===== src/rtl/mmu_walk_pkg.sv =====
// Shared encodings for the descriptor table walker.
// Assumes 32-bit descriptor words with the type code in bits 1:0.
package mmu_walk_pkg;

    typedef enum logic [1:0] {
        DT_INVALID   = 2'b00,
        DT_PAGE      = 2'b01,
        DT_SHORT_TBL = 2'b10,
        DT_LONG_TBL  = 2'b11
    } desc_type_e;

    typedef enum logic [1:0] {
        FLT_NONE    = 2'b00,
        FLT_INVALID = 2'b01,
        FLT_WPROT   = 2'b10,
        FLT_PRIV    = 2'b11
    } fault_e;

    typedef enum logic [1:0] {
        LVL_A = 2'd0,
        LVL_B = 2'd1,
        LVL_C = 2'd2
    } level_e;

    typedef enum logic [1:0] {
        RES_NEXT  = 2'd0,
        RES_PAGE  = 2'd1,
        RES_FAULT = 2'd2
    } result_e;

    typedef enum logic [2:0] {
        ST_IDLE     = 3'd0,
        ST_RD_A0    = 3'd1,
        ST_RD_A1    = 3'd2,
        ST_RD_SHORT = 3'd3,
        ST_WRBACK   = 3'd4,
        ST_ADVANCE  = 3'd5
    } walk_state_e;

    // Attribute bit positions shared by all descriptor formats
    localparam int POS_WP    = 2;
    localparam int POS_USED  = 3;
    localparam int POS_MOD   = 4;
    localparam int POS_CI    = 6;
    localparam int POS_SUPER = 8;

endpackage


===== src/rtl/mmu_desc_decode.sv =====
// Classifies one descriptor attribute word: next level, page end or fault.
// It also forms the write-back word carrying the updated used/modified bits.
// Purely combinational. Assumes the caller presents the word for the given level.
module mmu_desc_decode
    import mmu_walk_pkg::*;
(
    input  logic [31:0] attr,
    input  level_e      lvl,
    input  logic        is_write,
    input  logic        is_super,
    output result_e     res,
    output fault_e      flt,
    output logic        need_wb,
    output logic [31:0] wb_word,
    output logic        ci
);

    desc_type_e dt;
    logic       is_page;
    logic       bad_type;
    logic       priv_hit;
    logic       wp_hit;
    logic       set_mod;

    // Decode type, check protection and compute the updated status word
    always_comb begin
        dt       = desc_type_e'(attr[1:0]);
        is_page  = (dt == DT_PAGE);
        bad_type = (dt == DT_INVALID) || (dt == DT_LONG_TBL) ||
                   ((lvl == LVL_C) && (dt == DT_SHORT_TBL));
        priv_hit = (lvl == LVL_A) && attr[POS_SUPER] && !is_super;
        wp_hit   = attr[POS_WP] && is_write;

        if (bad_type)      flt = FLT_INVALID;
        else if (priv_hit) flt = FLT_PRIV;
        else if (wp_hit)   flt = FLT_WPROT;
        else               flt = FLT_NONE;

        if (flt != FLT_NONE) res = RES_FAULT;
        else if (is_page)    res = RES_PAGE;
        else                 res = RES_NEXT;

        set_mod = is_page && is_write && !attr[POS_MOD];
        wb_word = attr;
        wb_word[POS_USED] = 1'b1;
        if (set_mod) wb_word[POS_MOD] = 1'b1;

        need_wb = (flt == FLT_NONE) && (wb_word != attr);
        ci      = is_page && attr[POS_CI];
    end

endmodule


===== src/rtl/mmu_addr_gen.sv =====
// Address arithmetic for the walk: the entry address within a table and the
// final physical address from a page base plus the level's offset.
// Assumes long entries are 8 bytes (level A) and short entries are 4 bytes.
module mmu_addr_gen
    import mmu_walk_pkg::*;
#(
    parameter int ADDR_W  = 32,
    parameter int IDX_A_W = 7,
    parameter int IDX_B_W = 7,
    parameter int IDX_C_W = 6
) (
    input  level_e            ent_lvl,
    input  logic [ADDR_W-1:0] tbl_base,
    input  logic [ADDR_W-1:0] va,
    input  level_e            pg_lvl,
    input  logic [ADDR_W-1:0] pg_base,
    output logic [ADDR_W-1:0] ent_addr,
    output logic [ADDR_W-1:0] page_addr
);

    localparam int A_LO = ADDR_W - IDX_A_W;
    localparam int B_LO = A_LO - IDX_B_W;
    localparam int C_LO = B_LO - IDX_C_W;

    localparam logic [ADDR_W-1:0] TBL_MASK = ~ADDR_W'(15);
    localparam logic [ADDR_W-1:0] PG_MASK  = ~ADDR_W'(255);

    logic [ADDR_W-1:0] idx_a, idx_b, idx_c;
    logic [ADDR_W-1:0] off_a, off_b, off_c;
    logic [ADDR_W-1:0] tbl_aligned, pg_aligned;

    // Scale indices by entry size and extract per-level offsets
    always_comb begin
        idx_a = ADDR_W'(va[ADDR_W-1:A_LO]) << 3;
        idx_b = ADDR_W'(va[A_LO-1:B_LO]) << 2;
        idx_c = ADDR_W'(va[B_LO-1:C_LO]) << 2;
        off_a = ADDR_W'(va[A_LO-1:0]);
        off_b = ADDR_W'(va[B_LO-1:0]);
        off_c = ADDR_W'(va[C_LO-1:0]);
        tbl_aligned = tbl_base & TBL_MASK;
        pg_aligned  = pg_base & PG_MASK;
    end

    // Select entry address by level being fetched
    always_comb begin
        case (ent_lvl)
            LVL_A:   ent_addr = tbl_aligned + idx_a;
            LVL_B:   ent_addr = tbl_aligned + idx_b;
            default: ent_addr = tbl_aligned + idx_c;
        endcase
    end

    // Select physical address by level at which the page was found
    always_comb begin
        case (pg_lvl)
            LVL_A:   page_addr = pg_aligned + off_a;
            LVL_B:   page_addr = pg_aligned + off_b;
            default: page_addr = pg_aligned + off_c;
        endcase
    end

endmodule


===== src/rtl/mmu_table_walker.sv =====
// Three-level descriptor table walker.
// Fetches a two-word level-A entry, then short level-B and level-C entries.
// It stops early on a page, writes used/modified bits back, and reports faults.
// Assumes a memory port that holds each access until mem_ack, one access at a time.
module mmu_table_walker
    import mmu_walk_pkg::*;
#(
    parameter int ADDR_W  = 32,
    parameter int IDX_A_W = 7,
    parameter int IDX_B_W = 7,
    parameter int IDX_C_W = 6
) (
    input  logic              clk,
    input  logic              rst_n,
    input  logic [ADDR_W-1:0] root_base,
    input  logic              req_valid,
    output logic              req_ready,
    input  logic [ADDR_W-1:0] req_vaddr,
    input  logic              req_write,
    input  logic              req_super,
    output logic              resp_done,
    output logic [ADDR_W-1:0] resp_paddr,
    output logic [1:0]        resp_fault,
    output logic              resp_ci,
    output logic              mem_req,
    output logic              mem_we,
    output logic [ADDR_W-1:0] mem_addr,
    output logic [31:0]       mem_wdata,
    input  logic [31:0]       mem_rdata,
    input  logic              mem_ack
);

    localparam logic [ADDR_W-1:0] HI_WORD_OFS = ADDR_W'(4);

    walk_state_e       state_q;
    level_e            lvl_q;
    logic [ADDR_W-1:0] va_q;
    logic [ADDR_W-1:0] ent_addr_q;
    logic [ADDR_W-1:0] base_q;
    logic [31:0]       attr0_q;
    logic [31:0]       wb_word_q;
    logic              wr_q, sv_q, page_q, ci_q;

    logic              done_q;
    logic [ADDR_W-1:0] paddr_q;
    logic [1:0]        fault_q;
    logic              rci_q;

    logic [31:0]       dec_attr;
    result_e           dec_res;
    fault_e            dec_flt;
    logic              dec_wb;
    logic [31:0]       dec_word;
    logic              dec_ci;

    level_e            next_lvl;
    level_e            gen_lvl;
    logic [ADDR_W-1:0] gen_base;
    logic [ADDR_W-1:0] gen_va;
    logic [ADDR_W-1:0] gen_ent_addr;
    logic [ADDR_W-1:0] gen_page_addr;

    // Choose decoder input and address generator operands from walk state
    always_comb begin
        dec_attr = (state_q == ST_RD_A1) ? attr0_q : mem_rdata;
        next_lvl = (lvl_q == LVL_A) ? LVL_B : LVL_C;
        gen_lvl  = (state_q == ST_IDLE) ? LVL_A : next_lvl;
        gen_base = (state_q == ST_IDLE) ? root_base : base_q;
        gen_va   = (state_q == ST_IDLE) ? req_vaddr : va_q;
    end

    mmu_desc_decode u_decode (
        .attr     (dec_attr),
        .lvl      (lvl_q),
        .is_write (wr_q),
        .is_super (sv_q),
        .res      (dec_res),
        .flt      (dec_flt),
        .need_wb  (dec_wb),
        .wb_word  (dec_word),
        .ci       (dec_ci)
    );

    mmu_addr_gen #(
        .ADDR_W  (ADDR_W),
        .IDX_A_W (IDX_A_W),
        .IDX_B_W (IDX_B_W),
        .IDX_C_W (IDX_C_W)
    ) u_addr (
        .ent_lvl   (gen_lvl),
        .tbl_base  (gen_base),
        .va        (gen_va),
        .pg_lvl    (lvl_q),
        .pg_base   (base_q),
        .ent_addr  (gen_ent_addr),
        .page_addr (gen_page_addr)
    );

    // Walk sequencer: fetch, decide, write back, advance or finish
    always_ff @(posedge clk) begin
        if (!rst_n) begin
            state_q    <= ST_IDLE;
            lvl_q      <= LVL_A;
            va_q       <= '0;
            ent_addr_q <= '0;
            base_q     <= '0;
            attr0_q    <= '0;
            wb_word_q  <= '0;
            wr_q       <= 1'b0;
            sv_q       <= 1'b0;
            page_q     <= 1'b0;
            ci_q       <= 1'b0;
            done_q     <= 1'b0;
            paddr_q    <= '0;
            fault_q    <= FLT_NONE;
            rci_q      <= 1'b0;
        end else begin
            done_q <= 1'b0;
            case (state_q)
                ST_IDLE: begin
                    if (req_valid) begin
                        va_q       <= req_vaddr;
                        wr_q       <= req_write;
                        sv_q       <= req_super;
                        lvl_q      <= LVL_A;
                        ent_addr_q <= gen_ent_addr;
                        state_q    <= ST_RD_A0;
                    end
                end
                ST_RD_A0: begin
                    if (mem_ack) begin
                        attr0_q <= mem_rdata;
                        state_q <= ST_RD_A1;
                    end
                end
                ST_RD_A1, ST_RD_SHORT: begin
                    if (mem_ack) begin
                        base_q    <= mem_rdata;
                        page_q    <= (dec_res == RES_PAGE);
                        ci_q      <= dec_ci;
                        wb_word_q <= dec_word;
                        if (dec_res == RES_FAULT) begin
                            done_q  <= 1'b1;
                            fault_q <= dec_flt;
                            paddr_q <= '0;
                            rci_q   <= 1'b0;
                            state_q <= ST_IDLE;
                        end else if (dec_wb) begin
                            state_q <= ST_WRBACK;
                        end else begin
                            state_q <= ST_ADVANCE;
                        end
                    end
                end
                ST_WRBACK: begin
                    if (mem_ack) state_q <= ST_ADVANCE;
                end
                ST_ADVANCE: begin
                    if (page_q) begin
                        done_q  <= 1'b1;
                        fault_q <= FLT_NONE;
                        paddr_q <= gen_page_addr;
                        rci_q   <= ci_q;
                        state_q <= ST_IDLE;
                    end else begin
                        lvl_q      <= next_lvl;
                        ent_addr_q <= gen_ent_addr;
                        state_q    <= ST_RD_SHORT;
                    end
                end
                default: state_q <= ST_IDLE;
            endcase
        end
    end

    // Drive memory port and response outputs from registered state
    always_comb begin
        mem_req    = (state_q != ST_IDLE) && (state_q != ST_ADVANCE);
        mem_we     = (state_q == ST_WRBACK);
        mem_addr   = (state_q == ST_RD_A1) ? ent_addr_q + HI_WORD_OFS : ent_addr_q;
        mem_wdata  = wb_word_q;
        req_ready  = (state_q == ST_IDLE);
        resp_done  = done_q;
        resp_paddr = paddr_q;
        resp_fault = fault_q;
        resp_ci    = rci_q;
    end

    AST_RESET_QUIET: assert property (@(posedge clk)
        !rst_n |=> (!mem_req && !resp_done));

    AST_REQ_HELD: assert property (@(posedge clk) disable iff (!rst_n)
        (mem_req && !mem_ack) |=> (mem_req && $stable(mem_addr) && $stable(mem_we) && $stable(mem_wdata)));

    AST_DONE_PULSE: assert property (@(posedge clk) disable iff (!rst_n)
        resp_done |=> !resp_done);

    AST_WB_SETS_USED: assert property (@(posedge clk) disable iff (!rst_n)
        (mem_req && mem_we) |-> mem_wdata[POS_USED]);

    AST_FAULT_CLEARS: assert property (@(posedge clk) disable iff (!rst_n)
        (resp_done && (resp_fault != 2'b00)) |-> ((resp_paddr == '0) && !resp_ci));

endmodule


===== config.mk =====
export PLATFORM = sky130hd
export DESIGN_NAME = mmu_table_walker
export DESIGN_NICKNAME = d
export VERILOG_FILES = /design/src/rtl/mmu_walk_pkg.sv /design/src/rtl/mmu_desc_decode.sv /design/src/rtl/mmu_addr_gen.sv /design/src/rtl/mmu_table_walker.sv
export SDC_FILE = /design/constraint.sdc
export NUM_CORES = 1
export LEC_CHECK = 0
export BUFFER_PORTS_ARGS = -buffer_cell sky130_fd_sc_hd__buf_2
export CAP_MARGIN = 20
export CORE_UTILIZATION = 57
export CTS_BUF_LIST = sky130_fd_sc_hd__clkbuf_8 sky130_fd_sc_hd__clkbuf_16
export DETAILED_ROUTE_END_ITERATION = 8
export GPL_TIMING_DRIVEN = 0
export PLACE_DENSITY = 0.89
export SYNTH_ARGS = -nofsm -noshare
export SYNTH_HDL_FRONTEND = slang
export SYNTH_HIERARCHICAL = 1
export SYNTH_SLANG_ARGS = --single-unit

===== constraint.sdc =====
create_clock -name clk -period 5.5 [get_ports clk]
set_input_delay 0.275 -clock clk [delete_from_list [all_inputs] [get_ports clk]]
set_output_delay 0.275 -clock clk [all_outputs]
set_load 0.02 [all_outputs]

==> impl_results.md <==
* Total Power at 0.00438 W
* Gr ovfl total at 0
* Bufs on Longest Clock Path at 3
* Core area at 19000 um2
* Max_slew headroom at 40.1%
* Clk_skew at 7.87 ps
* Critical Path Sink Type: flip-flop
* Vias in the first global route at 10405
* GR Layer Usage met1 at 40.2%
* Initial drt markers at 960
* First-pass GRT wire length at 51500 um
* Full die area at 20200 um2
* Total wire length at 33200 um
* # diodes at 0
* R2R setup slack at 780 ps
* Hold Crit Depth at 3
* Leakage power at 5.71 nW
* Mapped cell area at 11200 um2
* Area Overhead vs Synth at 18.6%
* HPWL Detailed at 25300 um
* GP Congestion at 0.943
* Die Y at 142 um
* Worst IR Drop VDD at 0.233 mV
* Fin crit share at 85.9%
* Vias per cell at 5.69
* Clk Latency, worst-skew pair at 510 ps
* Drt drc at 0
* Max-Cap Viols at 0
* Layout Cells excl Fill at 1968
* GR Util met2 at 55.1%
* Largest net degree at the start of global routing at 14
* Post-CTS setup buffer count at 0
* Placed cell areas at 12500 um2
* Measured slew at the worst slew-check pin at 898 ps
* CP delay by family, top: buffers and inverters
* Power Density at 330 nW/um2
* CTS buffer count at 22
* R2r endpoint: ent_addr_q[13]
* 1st-pass router iterations at 8
* Avg Synthesized Cell Area at 7.63 um2
* Met3 Usage GRT at 4.34%
* Port buffer count at 200
* Final max-slew violation count at 0
* Die width at 142 um
* Post-cts sizing count at 0
* Hold Crit Start: req_vaddr[5]
* FF-to-FF path depth at 17
* Post-route cell area at 13300 um2
* Gr usage total at 32.3%
* WP data required at 5870 ps
* Hold Path Class: primary input to flip-flop
* Outcome: finished clean
* RSZ-0062 raised after global routing: no
* TritonCTS clock tree: yes
* H-Tree Level Count at 1
* Worst Setup SP: state_q[2]
* Hold Vio Cnt, Final at 0
* Root Driver: clkbuf_16
* Dpl cells at 1929
* Vias at 11192
* Antenna viol nets, final at 0
* Fillers at 1509
* # clock sinks at 201
* Worst-path clk slew at 60 ps
* Final setup viols at 0
* Worst Path Max Fanout at 10
* Synthesized instance count at 1467
* FF-to-FF Start: state_q[2]
* Minimum clock period at 4720 ps
* CP max-delay cell: nor3_1
* WP buf/inv at 4
* Antenna violations before repair at 0
* Worst EP arrival at 5090 ps
* Gr busiest metal: met2
* Crit-path cells: buf_6 -> nor3_1 -> clkbuf_1 -> buf_2 -> mux2_2 -> mux2i_1 -> o21ai_0 -> ha_1 -> a21o_1 -> a21oi_1 -> nand2b_1 -> a21oi_1 -> clkbuf_1 -> nand4_1 -> xnor2_1 -> mux2i_1 -> nor2_1
* Setup TNS at 0 ps
* # IOs at 205
* CP peak stage delay at 640 ps
* Starting Density at 59.0%
* Hold Buf Count CTS at 0
* Hold endpoint: va_q[5]
* Peak Freq at 0.212 GHz
* CP startpoint kind: flip-flop
* Row count at 50
* Wire length per cell at 16.9 um
* WS Path Type: flip-flop to flip-flop
* Share of cells above drive strength 1 at 21.9%
* YS warnings at 6
* Final nets at 1823
==> registers in the layout, indices dropped and copies added, names as in the netlist <==
signal      flops
wr_q            1
state_q         3
resp_fault      2
ent_addr_q     32
resp_ci         1
sv_q            1
resp_done       1
base_q         28
lvl_q           2
attr0_q        32
ci_q            1
mem_wdata      32
page_q          1
resp_paddr     32
va_q           32
==> routing by layer <==
| metal | wire, um | part of all wire, % |
|---|---|---|
| met1 | 13100 | 39 |
| met2 | 15900 | 48 |
| met3 | 2860 | 8.6 |
| met4 | 1410 | 4.2 |
| met5 | 0 | 0 |
==> power by group <==
group          internal [W]  leakage [nW]  switching [W]
logic              0.000510          3.71       0.000719
clock network      0.000905         0.373       0.000611
registers           0.00155          1.63      0.0000869
==> worst min-delay path, stage by stage <==
cell and delay, ps:
buf_2 100, nand2_1 50, a21oi_1 50
==> area by class of cell <==
class                   count  area [um2]  share of cell area, %
multi-input cells        1105        6370                   48.0
flip-flops and latches    201        4020                   30.3
repair buffers            201        1010                   7.60
plain buffers             143         731                   5.51
clock buffers              27         631                   4.75
well taps                 260         325                   2.45
clock inverters            12         114                  0.858
inverters                  19        71.3                  0.537
==> layout by cell type, fill, tap and decap left out, types with 4 or more instances in the layout <==
cell / count
nand2_1: 423
buf_2: 211
dfxtp_1: 201
a21oi_1: 194
clkbuf_1: 79
nand3_1: 60
mux2_2: 60
nor2_1: 57
xnor2_1: 50
buf_4: 45
mux2i_1: 38
xor2_1: 26
ha_1: 26
clkbuf_16: 23
inv_1: 21
nand4_1: 18
and3_1: 15
o21ai_0: 15
nor3_1: 13
and2_1: 12
nor2b_1: 10
nand2b_1: 9
buf_1: 7
nand3b_1: 6
o21a_1: 5
a21o_1: 5
nor3b_1: 4
nor4_2: 4
nor4_1: 4
clkbuf_8: 4
clkinv_2: 4
o21bai_1: 4
==> worst max path at each step <==
stage                     end  slack (ps)  cells after the start
6_report       ent_addr_q[13]         780                     17
5_1_grt        ent_addr_q[13]         630                     17
4_1_cts        ent_addr_q[13]         920                     17
3_5_place_dp   ent_addr_q[13]         980                     17
3_3_place_gp   resp_paddr[12]         710                     15
2_1_floorplan  ent_addr_q[20]        1750                     17
==> stage by stage <==
stage	hold slack, ps	worst slack (ps)	utilization, %
final	16.9	778	70.0
after global routing	18.8	631	70.0
after CTS	3.29	920	70.0
after detailed placement	441	984	66.1
after global placement	434	715	66.0
after floorplan	411	1750	-
Power figures use the tool's default switching activity.
